## src/rtl/spi_irq_pkg.sv

```systemverilog
`timescale 1ns/1ps
package spi_irq_pkg;

    localparam int SRC_N    = 4;
    localparam int SRC_ROVF = 0;
    localparam int SRC_RTMO = 1;
    localparam int SRC_RLVL = 2;
    localparam int SRC_TLVL = 3;

    localparam int CODE_W  = 3;
    localparam int TXC_LSB = 3;
    localparam int RXC_LSB = 9;

    localparam logic [CODE_W-1:0] TXC_RST = 3'd5;
    localparam logic [CODE_W-1:0] RXC_RST = 3'd3;

    typedef enum logic [1:0] {
        TM_EMPTY = 2'd0,
        TM_ARMED = 2'd1,
        TM_FIRED = 2'd2
    } tmo_state_e;

    // Code 0 means one entry; code k>0 means 2^(k+1) entries.
    function automatic logic [31:0] thr_entries(input logic [CODE_W-1:0] code);
        if (code == '0) begin
            return 32'd1;
        end
        return 32'd1 << (32'(code) + 32'd1);
    endfunction

endpackage

```

## src/rtl/spi_irq_cfg.sv

```systemverilog
`timescale 1ns/1ps
module spi_irq_cfg
    import spi_irq_pkg::*;
#(
    parameter int WD_W    = 16,
    parameter int TMO_RST = 32
) (
    input  logic              clk,
    input  logic              rst_n,
    input  logic              thr_we,
    input  logic              mask_we,
    input  logic              tmo_we,
    input  logic [WD_W-1:0]   wdata,
    output logic [CODE_W-1:0] tx_code,
    output logic [CODE_W-1:0] rx_code,
    output logic [SRC_N-1:0]  mask,
    output logic [WD_W-1:0]   tmo_lim
);

    always_ff @(posedge clk or negedge rst_n) begin
        if (!rst_n) begin
            tx_code <= TXC_RST;
            rx_code <= RXC_RST;
            mask    <= '1;
            tmo_lim <= WD_W'(TMO_RST);
        end else begin
            if (thr_we) begin
                tx_code <= wdata[TXC_LSB +: CODE_W];
                rx_code <= wdata[RXC_LSB +: CODE_W];
            end
            if (mask_we) begin
                mask <= wdata[SRC_N-1:0];
            end
            if (tmo_we) begin
                tmo_lim <= wdata;
            end
        end
    end

endmodule

```

## src/rtl/spi_irq_sticky.sv

```systemverilog
`timescale 1ns/1ps
module spi_irq_sticky (
    input  logic clk,
    input  logic rst_n,
    input  logic set,
    input  logic clr,
    output logic q
);

    // Set has priority over a clear at the same edge.
    always_ff @(posedge clk or negedge rst_n) begin
        if (!rst_n) begin
            q <= 1'b0;
        end else if (set) begin
            q <= 1'b1;
        end else if (clr) begin
            q <= 1'b0;
        end
    end

endmodule

```

## src/rtl/spi_irq_rxtmo.sv

```systemverilog
`timescale 1ns/1ps
module spi_irq_rxtmo
    import spi_irq_pkg::*;
#(
    parameter int TMO_W = 16
) (
    input  logic             clk,
    input  logic             rst_n,
    input  logic             rx_nonempty,
    input  logic             rx_push,
    input  logic [TMO_W-1:0] lim,
    output logic             fire
);

    localparam int CW = TMO_W + 1;

    tmo_state_e       st_q, st_d;
    logic [TMO_W-1:0] cnt_q, cnt_d;
    logic             quiet;
    logic             expire;

    assign quiet  = rx_nonempty && !rx_push;
    assign expire = ({1'b0, cnt_q} + CW'(1)) >= {1'b0, lim};

    always_ff @(posedge clk or negedge rst_n) begin
        if (!rst_n) begin
            st_q  <= TM_EMPTY;
            cnt_q <= '0;
        end else begin
            st_q  <= st_d;
            cnt_q <= cnt_d;
        end
    end

    always_comb begin
        st_d  = st_q;
        cnt_d = cnt_q;
        if (!rx_nonempty) begin
            st_d  = TM_EMPTY;
            cnt_d = '0;
        end else if (rx_push) begin
            st_d  = TM_ARMED;
            cnt_d = '0;
        end else begin
            unique case (st_q)
                TM_EMPTY, TM_ARMED: begin
                    if (expire) begin
                        st_d  = TM_FIRED;
                        cnt_d = '0;
                    end else begin
                        st_d  = TM_ARMED;
                        cnt_d = cnt_q + TMO_W'(1);
                    end
                end
                TM_FIRED: begin
                    st_d = TM_FIRED;
                end
                default: begin
                    st_d  = TM_EMPTY;
                    cnt_d = '0;
                end
            endcase
        end
    end

    always_comb begin
        fire = quiet && (st_q != TM_FIRED) && expire;
    end

endmodule

```

## src/rtl/spi_irq_ctrl.sv

```systemverilog
`timescale 1ns/1ps
module spi_irq_ctrl
    import spi_irq_pkg::*;
#(
    parameter  int DEPTH   = 256,
    parameter  int WD_W    = 16,
    parameter  int TMO_RST = 32,
    localparam int LVL_W   = $clog2(DEPTH) + 1
) (
    input  logic              clk,
    input  logic              rst_n,
    input  logic [LVL_W-1:0]  tx_level,
    input  logic [LVL_W-1:0]  rx_level,
    input  logic              rx_push,
    input  logic              rx_overflow,
    input  logic              busy,
    input  logic              thr_we,
    input  logic              mask_we,
    input  logic              clr_we,
    input  logic              tmo_we,
    input  logic [WD_W-1:0]   wdata,
    output logic [SRC_N-1:0]  raw_stat,
    output logic [SRC_N-1:0]  irq_stat,
    output logic [SRC_N-1:0]  mask_q,
    output logic [4:0]        stat,
    output logic              irq
);

    localparam int STICKY_N = 2;

    logic [CODE_W-1:0]   tx_code, rx_code;
    logic [WD_W-1:0]     tmo_lim;
    logic                tmo_fire;
    logic [STICKY_N-1:0] sticky_set, sticky_clr, sticky_q;
    logic                tx_hit, rx_hit;

    spi_irq_cfg #(.WD_W(WD_W), .TMO_RST(TMO_RST)) u_cfg (
        .clk     (clk),
        .rst_n   (rst_n),
        .thr_we  (thr_we),
        .mask_we (mask_we),
        .tmo_we  (tmo_we),
        .wdata   (wdata),
        .tx_code (tx_code),
        .rx_code (rx_code),
        .mask    (mask_q),
        .tmo_lim (tmo_lim)
    );

    spi_irq_rxtmo #(.TMO_W(WD_W)) u_tmo (
        .clk         (clk),
        .rst_n       (rst_n),
        .rx_nonempty (rx_level != '0),
        .rx_push     (rx_push),
        .lim         (tmo_lim),
        .fire        (tmo_fire)
    );

    assign sticky_set = {tmo_fire, rx_overflow};
    assign sticky_clr = {STICKY_N{clr_we}} & wdata[STICKY_N-1:0];

    for (genvar g = 0; g < STICKY_N; g++) begin : g_sticky
        spi_irq_sticky u_bit (
            .clk   (clk),
            .rst_n (rst_n),
            .set   (sticky_set[g]),
            .clr   (sticky_clr[g]),
            .q     (sticky_q[g])
        );
    end

    assign tx_hit = 32'(tx_level) <= thr_entries(tx_code);
    assign rx_hit = 32'(rx_level) >= thr_entries(rx_code);

    always_comb begin
        raw_stat           = '0;
        raw_stat[SRC_ROVF] = sticky_q[0];
        raw_stat[SRC_RTMO] = sticky_q[1];
        raw_stat[SRC_RLVL] = rx_hit;
        raw_stat[SRC_TLVL] = tx_hit;
        irq_stat           = raw_stat & ~mask_q;
        irq                = |irq_stat;
    end

    always_comb begin
        stat[0] = (tx_level == '0);
        stat[1] = (tx_level != LVL_W'(DEPTH));
        stat[2] = (rx_level != '0);
        stat[3] = (rx_level == LVL_W'(DEPTH));
        stat[4] = busy;
    end

endmodule

```

## config.mk

```make
export PLATFORM = sky130hd
export DESIGN_NAME = spi_irq_ctrl
export DESIGN_NICKNAME = d
export VERILOG_FILES = /design/src/rtl/spi_irq_pkg.sv /design/src/rtl/spi_irq_cfg.sv /design/src/rtl/spi_irq_sticky.sv /design/src/rtl/spi_irq_rxtmo.sv /design/src/rtl/spi_irq_ctrl.sv
export SDC_FILE = /design/constraint.sdc
export NUM_CORES = 1
export LEC_CHECK = 0
export ABC_AREA = 1
export ABC_CLOCK_PERIOD_IN_PS = 3220
export BUFFER_PORTS_ARGS = -buffer_cell sky130_fd_sc_hd__buf_2
export CAP_MARGIN = 20
export CORE_MARGIN = 2
export CORE_UTILIZATION = 45
export DETAILED_ROUTE_END_ITERATION = 6
export MAX_ROUTING_LAYER = met4
export PLACE_DENSITY_LB_ADDON = 0.3
export SLEW_MARGIN = 20
export SYNTH_ARGS = -nofsm -noshare
export SYNTH_HDL_FRONTEND = slang
export SYNTH_SLANG_ARGS = --single-unit
```

## constraint.sdc

```tcl
create_clock -name clk -period 3.22 [get_ports clk]
set_clock_uncertainty 0.1 [all_clocks]
set_input_delay 0.483 -clock clk [delete_from_list [all_inputs] [get_ports clk]]
set_output_delay 0.483 -clock clk [all_outputs]
set_load 0.05 [all_outputs]
```

---- Word level (Yosys, flattened, before mapping) ----
Index checks and enable logic that the tools add are counted.
cells by class
  add/sub/neg operators ................... 4
  magnitude comparators ................... 3
  equal/unequal tests ..................... 6
  shift operators ......................... 2
  mux-type cells .......................... 18
  bitwise operators ....................... 3
  reductions and logical operators ........ 13
operators with widths
  cell                                               number
  2-to-1 mux 32 bit                                  4
  << shifter 1 x 4 -> 32 bit (first input constant)  2
  2-to-1 mux 16 bit                                  3
  >= comparator 9 x 32 -> 1 bit                      1
  less-or-equal comparator 9 x 32 -> 1 bit           1
  case mux 16 bit (2 select lines)                   1
  adder 16 x 1 -> 17 bit (second input constant)     1
  >= comparator 17 x 16 -> 1 bit                     1
  adder 16 x 1 -> 16 bit (second input constant)     1
  equality test 9 bit (second input constant)        1
  logical NOT 9 bit                                  1
  != test 9 bit (second input constant)              1
  nonzero test 9 bit                                 1
  adder 3 x 1 -> 4 bit (second input constant)       2
  logical NOT 3 bit                                  2
  2-to-1 mux 1 bit                                   6
  2-to-1 mux 2 bit                                   3
  AND 4 bit                                          1
  inverter 4 bit                                     1
  case mux 2 bit (2 select lines)                    1
  nonzero test 2 bit                                 2
  OR reduction 4 bit                                 1
  logical AND 1 bit                                  3
  != test 3 bit (second input constant)              1
  7 further kinds                                    7
word-level totals
  register bits after elaboration ......... 46
  input bits .............................. 43
  output and inout bits ................... 18
  word-level logic and storage cells ...... 57

---- Logic depth before layout (Yosys ltp) ----
  word-level depth ........................ 6
  depth in mapped cells ................... 19
  depth with buffers taken out ............ 19

---- By module ----
Synthesis repeated with hierarchy kept, for this count alone.
second synthesis, totals
  cell total of the unflattened synthesis .. 465
  area, all modules ....................... 3,383.2 µm²
modules (own cells, without submodules)
  module          times used  cells an instance  area each (µm²)  sequential area each (µm²)
  spi_irq_rxtmo   1           218                1,566.5          450.4
  spi_irq_cfg     1           110                1,022.2          661.9
  spi_irq_ctrl    1           127                714.4            0.0
  spi_irq_sticky  2           5                  40.0             25.0

---- Worst setup path after synthesis ----
OpenSTA, ideal clock, no wires.
  path type ............................... reg2reg
  from .................................... reg u_tmo.cnt_q[0]
  to ...................................... reg u_tmo.st_q[0]
  arrival time ............................ 2.310 ns
  data required time ...................... 3.043 ns
  path slack .............................. 0.733 ns
  stages on the path, launching flop included .. 19
  buffers on the path ..................... 1
  cells stage by stage .................... dfrtp_1 -> ha_1 -> nand2_1 -> nor2_4 -> nand2_4 -> nor2_4 -> xnor2_1 -> clkinv_1 -> ha_1 -> nand2_1 -> inv_1 -> nand2_1 -> nand2_1 -> nand2_1 -> nand3_1 -> nor2_2 -> nand3_4 -> buf_6 -> a21oi_1
between the ends
  word-level cells in the longest chain between the ends .. 6
RTL lines
  what                             RTL line             source
  start, declared                  spi_irq_rxtmo.sv:18  logic [TMO_W-1:0] cnt_q, cnt_d;
  start signal, assigned           spi_irq_rxtmo.sv:31  cnt_q <= cnt_d;
  adder 16 x 1 -> 17 bit           spi_irq_rxtmo.sv:23  assign expire = ({1'b0, cnt_q} + CW'(1)) >= {1'b0, lim};
  >= comparator 17 x 16 -> 1 bit   spi_irq_rxtmo.sv:23
  2-to-1 mux 2 bit                 spi_irq_rxtmo.sv:47  if (expire) begin
  case mux 2 bit (2 select lines)  spi_irq_rxtmo.sv:45  unique case (st_q)
  2-to-1 mux 2 bit                 spi_irq_rxtmo.sv:41  end else if (rx_push) begin
  2-to-1 mux 2 bit                 spi_irq_rxtmo.sv:38  if (!rx_nonempty) begin
  named net u_tmo.st_d[0]          spi_irq_rxtmo.sv:17  tmo_state_e st_q, st_d;
  end signal, assigned             spi_irq_rxtmo.sv:30  st_q <= st_d;
  end, declared                    spi_irq_rxtmo.sv:17
The timed path passes the listed nets, and every way through them passes these cells.
A chain may end at the register's enable or synchronous reset.

---- Worst setup path after layout ----
  from .................................... reg u_cfg.rx_code[1]
  to ...................................... out irq
between the ends
  word-level cells in the longest chain between the ends .. 6
RTL lines
  what                                                                   RTL line                              source
  start, declared                                                        spi_irq_cfg.sv:15                     output logic [CODE_W-1:0] rx_code,
  start signal, assigned                                                 spi_irq_cfg.sv:29                     rx_code <= wdata[RXC_LSB +: CODE_W];
  adder 3 x 1 -> 4 bit / logical NOT 3 bit (equally long branches)       spi_irq_pkg.sv:28, spi_irq_pkg.sv:25
  << shifter 1 x 4 -> 32 bit / 2-to-1 mux 1 bit (equally long branches)  spi_irq_pkg.sv:28, spi_irq_pkg.sv:25
  2-to-1 mux 32 bit (*)                                                  spi_irq_pkg.sv:28                     return 32'd1 << (32'(code) + 32'd1);
  >= comparator 9 x 32 -> 1 bit (*)                                      spi_irq_ctrl.sv:73                    assign rx_hit = 32'(rx_level) >= thr_entries(rx_code);
  AND 4 bit (*)                                                          spi_irq_ctrl.sv:81                    irq_stat = raw_stat & ~mask_q;
  OR reduction 4 bit (*)                                                 spi_irq_ctrl.sv:82                    irq = |irq_stat;
  end, declared                                                          spi_irq_ctrl.sv:26                    output logic irq
Mark *: on every way between the ends. The rest lies on a longest branch, timed or not.

==> impl_metrics.py <==
metrics = {
    "worst_hold_path": {
        "hold_class": "input port to async pin",
    },
    "place": {
        "placed_cell_area_sq_mm": 0.00367,
        "gp_congestion": 0.824,
        "io_buffers": 58,
        "pre_cts_slack_ps": 469,
        "dp_hpwl_microns": 5390,
    },
    "yosys": {
        "synth-seq-cells": 46,
        "synth-edff-count": 0,
        "syn_area_per_cell_sq_um": 7.56,
        "async_flop_share_pct": 100,
        "synth_ff_type": "dfrtp_1",
        "syn_inst": 442,
        "yosys.cell_types.count": 38,
        "ys_seq_area_share_pct": 34.8,
        "yosys_warnings": 0,
        "syn_area_sq_mm": 0.00334,
    },
    "clocking": {
        "numCtsBuffers": 5,
        "postCtsSetupRepairBufs": 0,
        "clk_pin_slew_ps": 90,
        "cts_tree": "built",
        "cts_resized": 0,
        "clkLatencyLatePin_ps": 310,
        "cts_hold_buf": 0,
        "htree_levels": 2,
        "numClockSinks": 46,
        "cts_buffer_depth": 2,
        "cts-root-buf": "clkbuf_8",
    },
    "cells_and_area": {
        "final_common_cell": "nand2_1",
        "final_cell_mix": "123 x nand2_1, 64 x inv_1, 57 x buf_2",
        "fillers": 720,
        "multi_input_area_sq_mm": 0.00183,
        "nets": 573,
        "drive_above_1_share_pct": 20.6,
        "diodes": 0,
        "design_area_sq_mm": 0.00377,
        "seqCellArea_sq_mm": 0.00116,
        "synthToLayoutAreaGrowth_pct": 12.7,
    },
    "route": {
        "dr.pass1.iters": 4,
        "vias": 2837,
        "postRouteAntennaNets": 0,
        "drc": 0,
        "routed_via_density": 4.77,
        "post_drt_wl_per_cell_microns": 11.5,
        "drt_wl_total_microns": 6820,
        "drtIter0Drc": 142,
    },
    "status": {
        "outcome": "finished, final reports clean",
    },
    "sta": {
        "setup_viol_count_final": 0,
        "fin_crit_ps": 2790,
        "timing.fmax_mhz": 358,
        "grt_setup_unrepaired": "no",
        "relSlewSlack_pct": 53.1,
        "setup_slack_ps": 430,
        "fin_tns_setup_ps": 0,
        "worstMarginPinSlew_ps": 702,
        "whs_ps": 58.9,
        "slew_viol_final": 0,
        "min_period_over_period_pct": 86.7,
        "hold_viol_final": 0,
    },
    "setup_path": {
        "crit_path_start": "u_cfg.rx_code[1]$_DFFE_PN1P_",
        "worst-r2r-setup-slack_ps": 500,
        "crit_arrival_ps": 2210,
        "worstSetupEndpointType": "primary output",
        "crit_path_max_fanout": 6,
        "critPathCapture": "irq",
        "worstSetupStartpointType": "register",
        "r2r_end": "u_tmo.cnt_q[3]$_DFFE_PN0P_",
        "critical_path_class": "register to primary output",
        "reg2reg_from": "u_tmo.cnt_q[0]$_DFFE_PN0P_",
        "cp_data_required_time_ps": 2640,
        "r2r_cells": 17,
    },
    "power_and_ir_drop": {
        "p_comb_share_pct": 22.3,
        "leakage_nw": 2.01,
        "seq_power_share_pct": 49.0,
        "power.density_mw_per_mm2": 348,
        "swShare_pct": 31.8,
        "p_clk_share_pct": 28.7,
        "p_int_mw": 0.892,
        "finalPower_mw": 1.31,
        "ir_drop_v": 0.000168,
        "switchingPower_mw": 0.417,
    },
    "global_route": {
        "grt_pass1_vias": 2710,
        "grt_usage_pct": 18.7,
        "antenna_found_initial": 0,
        "grt-ovfl-total": 0,
        "grt_max_degree": 47,
        "grt_pass1_wl_microns": 12000,
    },
    "floorplan": {
        "ios": 61,
        "coreArea_sq_mm": 0.00721,
        "die-area_sq_mm": 0.00813,
        "die_w_microns": 90.2,
        "row_count": 31,
        "die_h_microns": 90.2,
        "start_util_pct": 46.3,
    },
    "run": {
        "drv_cap": 0,
    },
}
-- flip-flops by register name, summed over array words and instances, names as in the netlist --
| register | count |
|---|---|
| u_cfg.tx_code | 3 |
| u_tmo.cnt_q | 16 |
| u_cfg.mask | 4 |
| u_tmo.st_q | 2 |
| u_cfg.tmo_lim | 16 |
| g_sticky.u_bit.q | 2 |
| u_cfg.rx_code | 3 |
-- kinds of logic after synthesis --
logic type | Yosys count | synth area share (%)
buffers and inverters | 83 | 10.4
AOI/OAI and AO/OA | 60 | 9.74
other | 1 | 0.112
muxes | 3 | 1.01
and+or+nand+nor | 204 | 27.6
adders and majority gates | 35 | 13.1
xor gates and xnor gates | 10 | 3.18
DFF | 46 | 34.8
-- layout make-up --
type / instances / share of cell area (%)
Timing Repair Buffer: 58 / 7.77
Sequential cell: 46 / 30.9
Multi-Input combinational cell: 314 / 48.7
Tap cell: 99 / 3.29
Inverter: 70 / 6.98
Clock inverter: 1 / 0.133
Clock buffer: 7 / 2.29
-- critical path, cell delays in order (launching register included) --
cell      delay (ps)
dfstp_2          580
nand3_1          100
ha_1             300
nand2_1           60
o21bai_1         150
nand2_1           60
nand2_1           50
nand2_1           50
nand2_1           40
nand3_1           90
nand2_1           70
nand3_1           80
buf_2            260
-- routing by layer --
layer	wire length, microns	part of all wire, %	track usage [%]
met4	119	1.7	6.79
met2	3220	47	30.7
met3	310	4.5	3.35
met1	3160	46	23.2
met5	0	0	-
-- synth_stat cells (all sizes together), types with 2 or more instances --
library cell / count / area [sq um]
nand4: 4 / 25.0
buf: 9 / 71.3
xor2: 4 / 35.0
mux2: 3 / 33.8
nand2: 130 / 515
clkbuf: 4 / 15.0
ha: 35 / 438
nor2: 35 / 179
inv: 67 / 251
o21bai: 4 / 30.0
nor3: 5 / 30.0
dfstp: 9 / 236
dfrtp: 37 / 926
o21a: 2 / 15.0
o21ai: 40 / 204
a21oi: 11 / 55.1
nand3: 27 / 153
xnor2: 6 / 71.3
clkinv: 3 / 11.3
-- through the flow --
| step | cells | util (%) |
|---|---|---|
| global route | 595 | 52.2 |
| detailed placement | 587 | 50.9 |
| floorplan | 443 | - |
| finish | 595 | 52.2 |
| global placement | 587 | 50.9 |
| CTS | 595 | 52.2 |
-- worst min-delay path by stage --
| stage | start | end | slack (ps) |
|---|---|---|---|
| global placement | u_cfg.tmo_lim[5]$_DFFE_PN1P_ | u_cfg.tmo_lim[5]$_DFFE_PN1P_ | 390 |
| CTS | rx_overflow | g_sticky[0].u_bit.q$_DFFE_PN0P_ | 260 |
| floorplan | rst_n | g_sticky[0].u_bit.q$_DFFE_PN0P_ | 90 |
| global route | rst_n | u_tmo.cnt_q[5]$_DFFE_PN0P_ | 130 |
| detailed placement | u_cfg.tmo_lim[5]$_DFFE_PN1P_ | u_cfg.tmo_lim[5]$_DFFE_PN1P_ | 390 |
| finish | rst_n | u_tmo.cnt_q[5]$_DFFE_PN0P_ | 60 |
-- power by group through the flow --
stage | Combinational [mW] | Sequential (mW) | Clock (mW)
global placement | 0.288 | 0.651 | 0
floorplan | 0.196 | 0.666 | 0
finish | 0.292 | 0.641 | 0.376
global route | 0.339 | 0.647 | 0.402
detailed placement | 0.295 | 0.652 | 0
CTS | 0.297 | 0.641 | 0.387
Note: power is estimated with default switching activity, not from simulation.
